**src/rtl/raf_pkg.sv**
```systemverilog
package raf_pkg;

   localparam logic [31:0] CRC_SEED = 32'hFFFF_FFFF;
   localparam logic [31:0] CRC_POLY_REFL = 32'hEDB8_8320;

   typedef struct packed {
      logic perfect;
      logic hash;
      logic bcast;
      logic mcast;
      logic match;
   } raf_flags_t;

   // advance a reflected CRC-32 by one byte, least significant bit first
   function automatic logic [31:0] crc_step_byte(input logic [31:0] c_in, input logic [7:0] d);
      logic [31:0] c;
      c = c_in;
      for (int b = 0; b < 8; b++) begin
         if (c[0] ^ d[b]) c = (c >> 1) ^ CRC_POLY_REFL;
         else             c = c >> 1;
      end
      return c;
   endfunction

endpackage

```
**src/rtl/raf_capture.sv**
```systemverilog
module raf_capture #(
   parameter int N_BYTES = 6,
   localparam int CW = $clog2(N_BYTES + 1)
) (
   input  logic                 clk,
   input  logic                 rst_n,
   input  logic                 sof,
   input  logic                 byte_valid,
   input  logic [7:0]           byte_data,
   output logic [N_BYTES*8-1:0] addr_now,
   output logic                 take,
   output logic                 last
);

   logic [CW-1:0] cnt_q;
   logic [CW-1:0] slot_idx;

   assign slot_idx = sof ? '0 : cnt_q;
   assign take     = byte_valid && (sof || (cnt_q < CW'(N_BYTES)));
   assign last     = take && (slot_idx == CW'(N_BYTES - 1));

   always_ff @(posedge clk) begin
      if (!rst_n)       cnt_q <= '0;
      else if (sof)     cnt_q <= byte_valid ? CW'(1) : '0;
      else if (take)    cnt_q <= cnt_q + CW'(1);
   end

   for (genvar k = 0; k < N_BYTES; k++) begin : g_slot
      logic [7:0] slot_q;
      logic       hit;
      assign hit = take && (slot_idx == CW'(k));
      always_ff @(posedge clk) begin
         if (!rst_n)        slot_q <= '0;
         else if (hit)      slot_q <= byte_data;
         else if (sof)      slot_q <= '0;
      end
      assign addr_now[k*8 +: 8] = hit ? byte_data : slot_q;
   end

endmodule

```
**src/rtl/raf_crc.sv**
```systemverilog
module raf_crc
   import raf_pkg::*;
(
   input  logic        clk,
   input  logic        rst_n,
   input  logic        sof,
   input  logic        take,
   input  logic [7:0]  byte_data,
   output logic [31:0] crc_next
);

   logic [31:0] crc_q;
   logic [31:0] crc_base;

   assign crc_base = sof ? CRC_SEED : crc_q;
   assign crc_next = crc_step_byte(crc_base, byte_data);

   always_ff @(posedge clk) begin
      if (!rst_n)          crc_q <= CRC_SEED;
      else if (take)       crc_q <= crc_next;
      else if (sof)        crc_q <= CRC_SEED;
   end

endmodule

```
**src/rtl/raf_decide.sv**
```systemverilog
module raf_decide
   import raf_pkg::*;
#(
   parameter int N_BYTES = 6,
   parameter int HASH_BITS = 6,
   parameter bit HASH_FROM_TOP = 1'b1,
   localparam int AW = N_BYTES * 8,
   localparam int TW = 1 << HASH_BITS
) (
   input  logic [AW-1:0]  addr,
   input  logic [31:0]    crc,
   input  logic [AW-1:0]  station,
   input  logic [TW-1:0]  table_bits,
   input  logic           bcast_off,
   input  logic           all_mcast,
   output raf_flags_t     flags
);

   logic [HASH_BITS-1:0] idx;

   if (HASH_FROM_TOP) begin : g_idx_top
      assign idx = crc[31 -: HASH_BITS];
   end else begin : g_idx_low
      assign idx = crc[HASH_BITS-1:0];
   end

   always_comb begin
      flags.perfect = (addr == station);
      flags.bcast   = &addr;
      flags.mcast   = addr[0] && !flags.bcast;
      flags.hash    = flags.mcast && table_bits[idx];
      flags.match   = flags.perfect
                    || (flags.bcast && !bcast_off)
                    || (flags.mcast && (all_mcast || flags.hash));
   end

endmodule

```
**src/rtl/rx_addr_filter.sv**
```systemverilog
module rx_addr_filter
   import raf_pkg::*;
#(
   parameter int ADDR_BYTES = 6,
   parameter int HASH_BITS = 6,
   parameter bit HASH_FROM_TOP = 1'b1,
   localparam int AW = ADDR_BYTES * 8,
   localparam int TW = 1 << HASH_BITS
) (
   input  logic          clk,
   input  logic          rst_n,
   input  logic          sof,
   input  logic          byte_valid,
   input  logic [7:0]    byte_data,
   input  logic [AW-1:0] cfg_station_addr,
   input  logic [TW-1:0] cfg_hash_table,
   input  logic          cfg_bcast_off,
   input  logic          cfg_all_mcast,
   input  logic          cfg_promisc,
   input  logic          cfg_pass_status,
   output logic          res_done,
   output logic          res_accept,
   output logic          res_match,
   output logic          flag_perfect,
   output logic          flag_hash,
   output logic          flag_bcast,
   output logic          flag_mcast
);

   if (ADDR_BYTES < 1) begin : g_bad_bytes
      $error("ADDR_BYTES must be at least 1");
   end
   if (HASH_BITS < 1 || HASH_BITS > 12) begin : g_bad_hash
      $error("HASH_BITS must lie in 1..12");
   end

   logic [AW-1:0] addr_now;
   logic          take;
   logic          last;
   logic [31:0]   crc_next;
   raf_flags_t    flags;

   raf_capture #(.N_BYTES(ADDR_BYTES)) u_capture (
      .clk(clk), .rst_n(rst_n), .sof(sof), .byte_valid(byte_valid),
      .byte_data(byte_data), .addr_now(addr_now), .take(take), .last(last)
   );

   raf_crc u_crc (
      .clk(clk), .rst_n(rst_n), .sof(sof), .take(take),
      .byte_data(byte_data), .crc_next(crc_next)
   );

   raf_decide #(
      .N_BYTES(ADDR_BYTES), .HASH_BITS(HASH_BITS), .HASH_FROM_TOP(HASH_FROM_TOP)
   ) u_decide (
      .addr(addr_now), .crc(crc_next), .station(cfg_station_addr),
      .table_bits(cfg_hash_table), .bcast_off(cfg_bcast_off),
      .all_mcast(cfg_all_mcast), .flags(flags)
   );

   always_ff @(posedge clk) begin
      if (!rst_n) begin
         res_done     <= 1'b0;
         res_accept   <= 1'b0;
         res_match    <= 1'b0;
         flag_perfect <= 1'b0;
         flag_hash    <= 1'b0;
         flag_bcast   <= 1'b0;
         flag_mcast   <= 1'b0;
      end else begin
         res_done <= last;
         if (last) begin
            res_accept   <= cfg_promisc || cfg_pass_status || flags.match;
            res_match    <= flags.match;
            flag_perfect <= flags.perfect;
            flag_hash    <= flags.hash;
            flag_bcast   <= flags.bcast;
            flag_mcast   <= flags.mcast;
         end else if (sof) begin
            res_accept   <= 1'b0;
            res_match    <= 1'b0;
            flag_perfect <= 1'b0;
            flag_hash    <= 1'b0;
            flag_bcast   <= 1'b0;
            flag_mcast   <= 1'b0;
         end
      end
   end

endmodule

```
**config.mk**
```make
export PLATFORM = sky130hd
export DESIGN_NAME = rx_addr_filter
export DESIGN_NICKNAME = d
export VERILOG_FILES = /design/src/rtl/raf_pkg.sv /design/src/rtl/raf_capture.sv /design/src/rtl/raf_crc.sv /design/src/rtl/raf_decide.sv /design/src/rtl/rx_addr_filter.sv
export SDC_FILE = /design/constraint.sdc
export NUM_CORES = 1
export LEC_CHECK = 0
export BUFFER_PORTS_ARGS = -buffer_cell sky130_fd_sc_hd__buf_2
export CAP_MARGIN = 15
export CORE_UTILIZATION = 56
export DETAILED_ROUTE_END_ITERATION = 8
export PLACE_DENSITY = 0.79
export SLEW_MARGIN = 20
export SYNTH_ARGS = -nofsm -noshare
export SYNTH_HDL_FRONTEND = slang
export SYNTH_HIERARCHICAL = 1
export SYNTH_SLANG_ARGS = --single-unit
```
**constraint.sdc**
```tcl
create_clock -name clk -period 5.21 [get_ports clk]
set_input_delay 1.042 -clock clk [delete_from_list [all_inputs] [get_ports clk]]
set_output_delay 1.042 -clock clk [all_outputs]
set_load 0.01 [all_outputs]
```
Word level (Yosys, flattened, before mapping):

Index checks and enable logic that the tools add are counted.

* RAM bits: 0
* word-level logic and storage cells: 104
* memories: 0
* bits in read-only memories: 0
* bits in latches: 0
* output and inout port bits: 7
* register bits after elaboration: 90

* reductions and logical operators: 28
* add/subtract/negate cells: 1
* divide/modulo/power cells: 0
* equal/unequal tests: 6
* bitwise gates (word level): 16
* $mul: 0
* shift operators: 0
* mux-type cells: 36
* $lt $le $gt $ge: 2

Operators with widths (count)
* 32-bit two-way mux: 10
* 13-bit NOT with 14-bit output: 8
* 8-bit two-way mux: 13
* 48-bit equality test: 1
* 48-bit AND reduction: 1
* 2-bit nonzero test: 7
* 1-bit logical AND: 11
* 1-bit two-way mux: 9
* 3-bit two-way mux: 3
* 1-bit XOR: 8
* 6-bit by 7-bit < comparator with 1-bit output (second input constant): 1
* 1-bit binary-select mux with 6-bit select: 1
* 3-bit by 2-bit equality test with 1-bit output (second input constant): 2
* 3-bit equality test (second input constant): 2
* 1-bit logical OR: 6
* 3-bit by 1-bit adder with 3-bit output (second input constant): 1
* 3-bit by 1-bit equality test with 1-bit output (second input constant): 1
* 3-bit logical NOT: 1
* 3-bit < comparator (second input constant): 1
* 1-bit logical NOT: 2

Longest topological paths before layout:

Gate-level depths: netlist of the first run.

* depth in word-level cells: 25
* depth in mapped cells: 15
* gate-level depth less buffers: 12

Cells and area by module:

Netlist of the first run, hierarchy kept.

By module, submodules not included
* raf_capture: times used 1, area an instance 2560.0 sq um, seq. area each 1021.0 sq um, cells each 226
* raf_crc: times used 1, area an instance 2523.7 sq um, seq. area each 640.6 sq um, cells each 297
* raf_decide: times used 1, area an instance 1244.9 sq um, seq. area each 0.0 sq um, cells each 133
* rx_addr_filter: times used 1, area an instance 286.5 sq um, seq. area each 140.1 sq um, cells each 27

Least setup slack after synthesis of the first run:

Ideal clock, no wire load.

* path type: input port to flip-flop
* from: in byte_data[7]
* to: reg res_accept
* arrival: 4417 ps
* path slack: 671 ps
* buffers on the path: 2
* cell stages on the path: 13
* data required time: 5087 ps
* cell sequence: buf_4 -> xnor2_1 -> xnor2_2 -> xnor2_1 -> xor2_1 -> buf_6 -> mux4_1 -> mux4_2 -> and2_0 -> o41a_1 -> a211o_1 -> o31ai_1 -> a21boi_1

RTL lines
* start: declaration: line rx_addr_filter.sv:14 `input logic [7:0] byte_data,`
* end signal: assignment: line rx_addr_filter.sv:73 `res_accept <= cfg_promisc || cfg_pass_status || flags.match;`
* end: declaration: line rx_addr_filter.sv:22 `output logic res_accept,`

==> impl_metrics.yaml, run 1 <==
cells_and_area:
  multiInputGateArea_sq_um: 4350
  reg_top3: "u_capture/g_slot.slot_q x48, u_crc/crc_q x32, u_capture/cnt_q x3"
  syn2layout_area_growth_pct: 14.5
  antenna_cells: 0
  nets: 908
  regMostFlops: "u_capture/g_slot.slot_q"
  regArea_sq_um: 1800
  largest_register_ffs: 48
  post-route-cell-area_sq_um: 7450
  fill_cells: 980
  final_layout_size_suffix_gt1_frac: 0.318
floorplan:
  rows: 39
  die_area_sq_um: 12100
  die_w_microns: 110
  start_util: 0.573
  ioPinCount: 135
  die_h_microns: 110
  core-area_sq_um: 11400
critical_path:
  r2r_cells: 12
  cp-start-kind: "input pin"
  worstPathMaxFanout: 15
  cp.required_ns: 5.43
  crit_path_end_kind: "flip-flop"
  path_class: "input pin to flip-flop"
  cp.arrival_ns: 4.81
global_route:
  grt_overflow_total: 0
  grt_pass1_wl_microns: 28800
  grt_pass1_vias: 5622
  antenna_found_initial: 0
  grt_max_degree: 35
  grt_use_total: 0.318
placed_design:
  port_buffers: 134
  dpl.hpwl_microns: 14100
  gp_congestion: 0.923
  placed_cell_area_sq_um: 7170
timing:
  finClkSkew_ns: 0.00932
  grt_setup_unrepaired: "false"
  slew_violations: 0
  max_freq_mhz: 218
  slew-limit-headroom: 0.335
  fin_hold_ws_ns: 0.468
  finalHoldViolCount: 0
  tns_ns: 0
  finalSetupViolCount: 0
  worst_pin_slew_ns: 0.992
  post-route-period-util: 0.880
  period_needed_ns: 4.59
power:
  finalPower_mw: 2.49
  power_leakage_nw: 3.13
  p_per_area_nw_per_um2: 334
  ir_drop_uv: 314
clock_network:
  h-tree-depth: 3
  ctsHoldBuffers: 0
  ctsResizeCount: 0
  cts-buffers-inserted: 9
  cts_max_path_buffers: 2
  cts_sinks: 90
  postCtsSetupBuffers: 0
  clk_pin_slew_ns: 0.07
  cts_tree: "yes"
  worstSkewPairLatency_ns: 0.35
  cts-root-buf: "clkbuf_16"
min_path:
  min_path_cells: 2
  hold_class: "flip-flop to flip-flop"
yosys:
  syn_nets: 800
  syn_area_sq_um: 6510
  synth.avg_cell_area_sq_um: 9.70
  synth_cells: 671
  yosys_warnings: 6
routing:
  ant_nets: 0
  drt_iter0_markers: 377
  vias: 5812
  avgRoutedWirePerCell_microns: 20.5
  dr.pass1.iters: 5
  drc: 0
  viasPerCell: 6.27
  wl_microns: 19000
job:
  maxCapViolCount: 0
run_status:
  status: "complete, no violations"
-- per-stage QoR --
stage / setup WS [ns] / std cells / util
2_1_floorplan: 0.720 / 671 / -
3_3_place_gp: 0.397 / 911 / 0.631
5_1_grt: 0.409 / 927 / 0.655
6_report: 0.623 / 927 / 0.655
4_1_cts: 0.627 / 927 / 0.655
3_5_place_dp: 0.270 / 911 / 0.631
-- worst max-delay path, cell delays in order --
cell and delay (ns):
buf_2 0.28, xor2_1 0.29, xnor2_2 0.17, xnor2_1 0.36, xor2_2 0.38, mux4_1 0.63, mux4_2 0.49, and2_0 0.17
o41a_1 0.34, a211o_1 0.32, o31ai_1 0.24, a21boi_1 0.10
-- layout by cell type, fill, tap and decap left out, drive strengths merged, types with 13 or more instances in the layout --
cell     n
xnor2   70
buf    152
dfxtp   90
nand2   37
nor4    17
a32o    28
mux2    48
nand4   15
o21ai   22
xor2    71
a22o    13
mux4    15
nor2    63
-- cell type report --
type / instances / area share
clock inverter: 4 / 0.00353
clock buffer: 12 / 0.0344
sequential: 90 / 0.242
tap: 143 / 0.0240
timing repair buffer: 152 / 0.108
multi-input combinational: 518 / 0.584
inverter: 8 / 0.00403
-- path summary, 6_finish.rpt --
check	start	endpoint	slack (ns)
worst max-delay path	byte_data[4]	res_accept	0.62
worst min-delay path	u_capture/g_slot[5].slot_q[0]	u_capture/g_slot[5].slot_q[0]	0.47
worst max register to register	u_crc/crc_q[1]	res_accept	1.04
worst min register to register	u_capture/g_slot[5].slot_q[0]	u_capture/g_slot[5].slot_q[0]	0.47
-- power by group --
part / switching [mW] / internal (mW)
Clock: 0.280 / 0.349
Combinational: 0.523 / 0.536
Sequential: 0.0582 / 0.739
-- per-layer routing --
metal,wire length (microns),global-route usage
met2,9140,0.548
met1,7500,0.376
met3,1610,0.0599
met5,0,0
met4,714,0.164
No activity file was read; power rests on OpenSTA's default activity.
==> run 2, diff against run 1 <==
--- a/config.mk
+++ b/config.mk
@@ -5,7 +5,7 @@
 export SDC_FILE = /design/constraint.sdc
 export NUM_CORES = 1
 export LEC_CHECK = 0
-export BUFFER_PORTS_ARGS = -buffer_cell sky130_fd_sc_hd__buf_2
+export BUFFER_PORTS_ARGS = -buffer_cell sky130_fd_sc_hd__buf_4
 export CAP_MARGIN = 15
 export CORE_UTILIZATION = 56
 export DETAILED_ROUTE_END_ITERATION = 8
==> impl_metrics.yaml, run 2 (synthesis gave the netlist of run 1 again) <==
run_status:
  status: "complete, no violations"
clock_network:
  cts-buffers-inserted: 9
  h-tree-depth: 3
  postCtsSetupBuffers: 0
  cts-root-buf: "clkbuf_16"
  worstSkewPairLatency_ns: 0.35
  cts_tree: "yes"
  clk_pin_slew_ns: 0.07
  ctsHoldBuffers: 0
  cts_max_path_buffers: 2
  cts_sinks: 90
  ctsResizeCount: 0
min_path:
  hold_class: "flip-flop to flip-flop"
routing:
  drc: 0
  vias: 5799
  dr.pass1.iters: 6
  avgRoutedWirePerCell_microns: 20.8
  drt_iter0_markers: 471
  viasPerCell: 6.28
  ant_nets: 0
  wl_microns: 19200
global_route:
  grt_util_met3: 0.0640
  grt_use_total: 0.320
  grt-busiest-layer: "met2"
  met2_usage: 0.549
  grt_pass1_wl_microns: 29000
  grt_overflow_total: 0
  antenna_found_initial: 0
  grt_pass1_vias: 5500
  grt_max_degree: 42
  globalRouteMet1Util: 0.379
timing:
  grt_setup_unrepaired: "false"
  post-route-period-util: 0.878
  worst_pin_slew_ns: 0.991
  setup_ws_ns: 0.634
  fin_hold_ws_ns: 0.463
  period_needed_ns: 4.58
  finalSetupViolCount: 0
  finalHoldViolCount: 0
  slew_violations: 0
  tns_ns: 0
  finClkSkew_ns: 0.00639
  slew-limit-headroom: 0.339
  max_freq_mhz: 219
critical_path:
  crit_path_end_kind: "flip-flop"
  worstPathMaxFanout: 6
  cp.required_ns: 5.44
  cp.arrival_ns: 4.81
  cp-start-kind: "input pin"
  path_class: "input pin to flip-flop"
placed_design:
  dp.cells: 907
  port_buffers: 134
  post-place-ws_ns: 0.272
  dpl.hpwl_microns: 14100
  placed_cell_area_sq_um: 7470
  gp_congestion: 0.943
power:
  power.internal_mw: 1.77
  swShare: 0.329
  p_comb_frac: 0.413
  seq_power_share: 0.302
  ir_drop_uv: 331
  power_leakage_nw: 3.24
  power.switching_mw: 0.866
  clockPowerShare: 0.286
  p_per_area_nw_per_um2: 337
  finalPower_mw: 2.63
cells_and_area:
  nets: 904
  final_layout_size_suffix_gt1_frac: 0.315
  final_cell_mix: "148 x buf_4, 90 x dfxtp_1, 69 x xor2_1, 60 x xnor2_1, 59 x nor2_1"
  largest_register_ffs: 48
  mostFrequentLayoutCell: "buf_4"
  post-route-cell-area_sq_um: 7820
  antenna_cells: 0
  reg_top3: "u_capture/g_slot.slot_q x48, u_crc/crc_q x32, u_capture/cnt_q x3"
  final_cells: 923
  regMostFlops: "u_capture/g_slot.slot_q"
  syn2layout_area_growth_pct: 20.1
  final_util: 0.687
floorplan:
  core-area_sq_um: 11400
  start_util: 0.573
  die_area_sq_um: 12100
  ioPinCount: 135
  rows: 39
  die_h_microns: 110
  die_w_microns: 110
job:
  maxCapViolCount: 0
==> run 2: cell count changes in the layout (fill, tap and decap cells not counted) <==
cell       previous run  this run
bufinv_16             0         3
buf_4                18       148
clkbuf_8              2         0
buf_2               134         0
inv_6                 0         1
clkbuf_1              1         0
clkinv_4              1         0
==> run 2: final cells by class <==
type	instances	area [sq um]
clock buffer	9	225
clock inverter	7	116
sequential	90	1800
inverter	8	30.0
multi-input combinational	518	4350
tap	143	179
fill	904	3550
timing repair buffer	148	1110
==> run 2: worst max-delay path, stage by stage <==
cell and delay [ns]:
buf_4 0.12, xnor2_1 0.37, xnor2_2 0.26, xnor2_1 0.39
xor2_2 0.34, mux4_1 0.61, mux4_2 0.49, and2_0 0.17
o41a_1 0.34, a211o_1 0.32, o31ai_1 0.25, a21boi_1 0.09
==> run 2: power groups by stage <==
stage	logic, mW	registers (mW)	clock network [mW]
floorplan	0.840	0.780	0
global placement	1.04	0.804	0
detailed placement	1.06	0.806	0
CTS	1.07	0.792	0.756
global route	1.16	0.797	0.794
finish	1.09	0.794	0.752
==> run 2: final timing paths <==
path	from	endpoint	slack, ns	cells past startpoint
min reg2reg	u_capture/g_slot[4].slot_q[4]	u_capture/g_slot[4].slot_q[4]	0.46	2
max	byte_data[1]	res_accept	0.63	12
max reg2reg	u_crc/crc_q[1]	res_accept	0.85	12
min	u_capture/g_slot[4].slot_q[4]	u_capture/g_slot[4].slot_q[4]	0.46	2
==> run 2: metal layers <==
layer	up-vias	routed length [microns]
met4	0	743
met3	60	1500
met5	-	0
li1	2633	-
met1	2790	7590
met2	316	9370
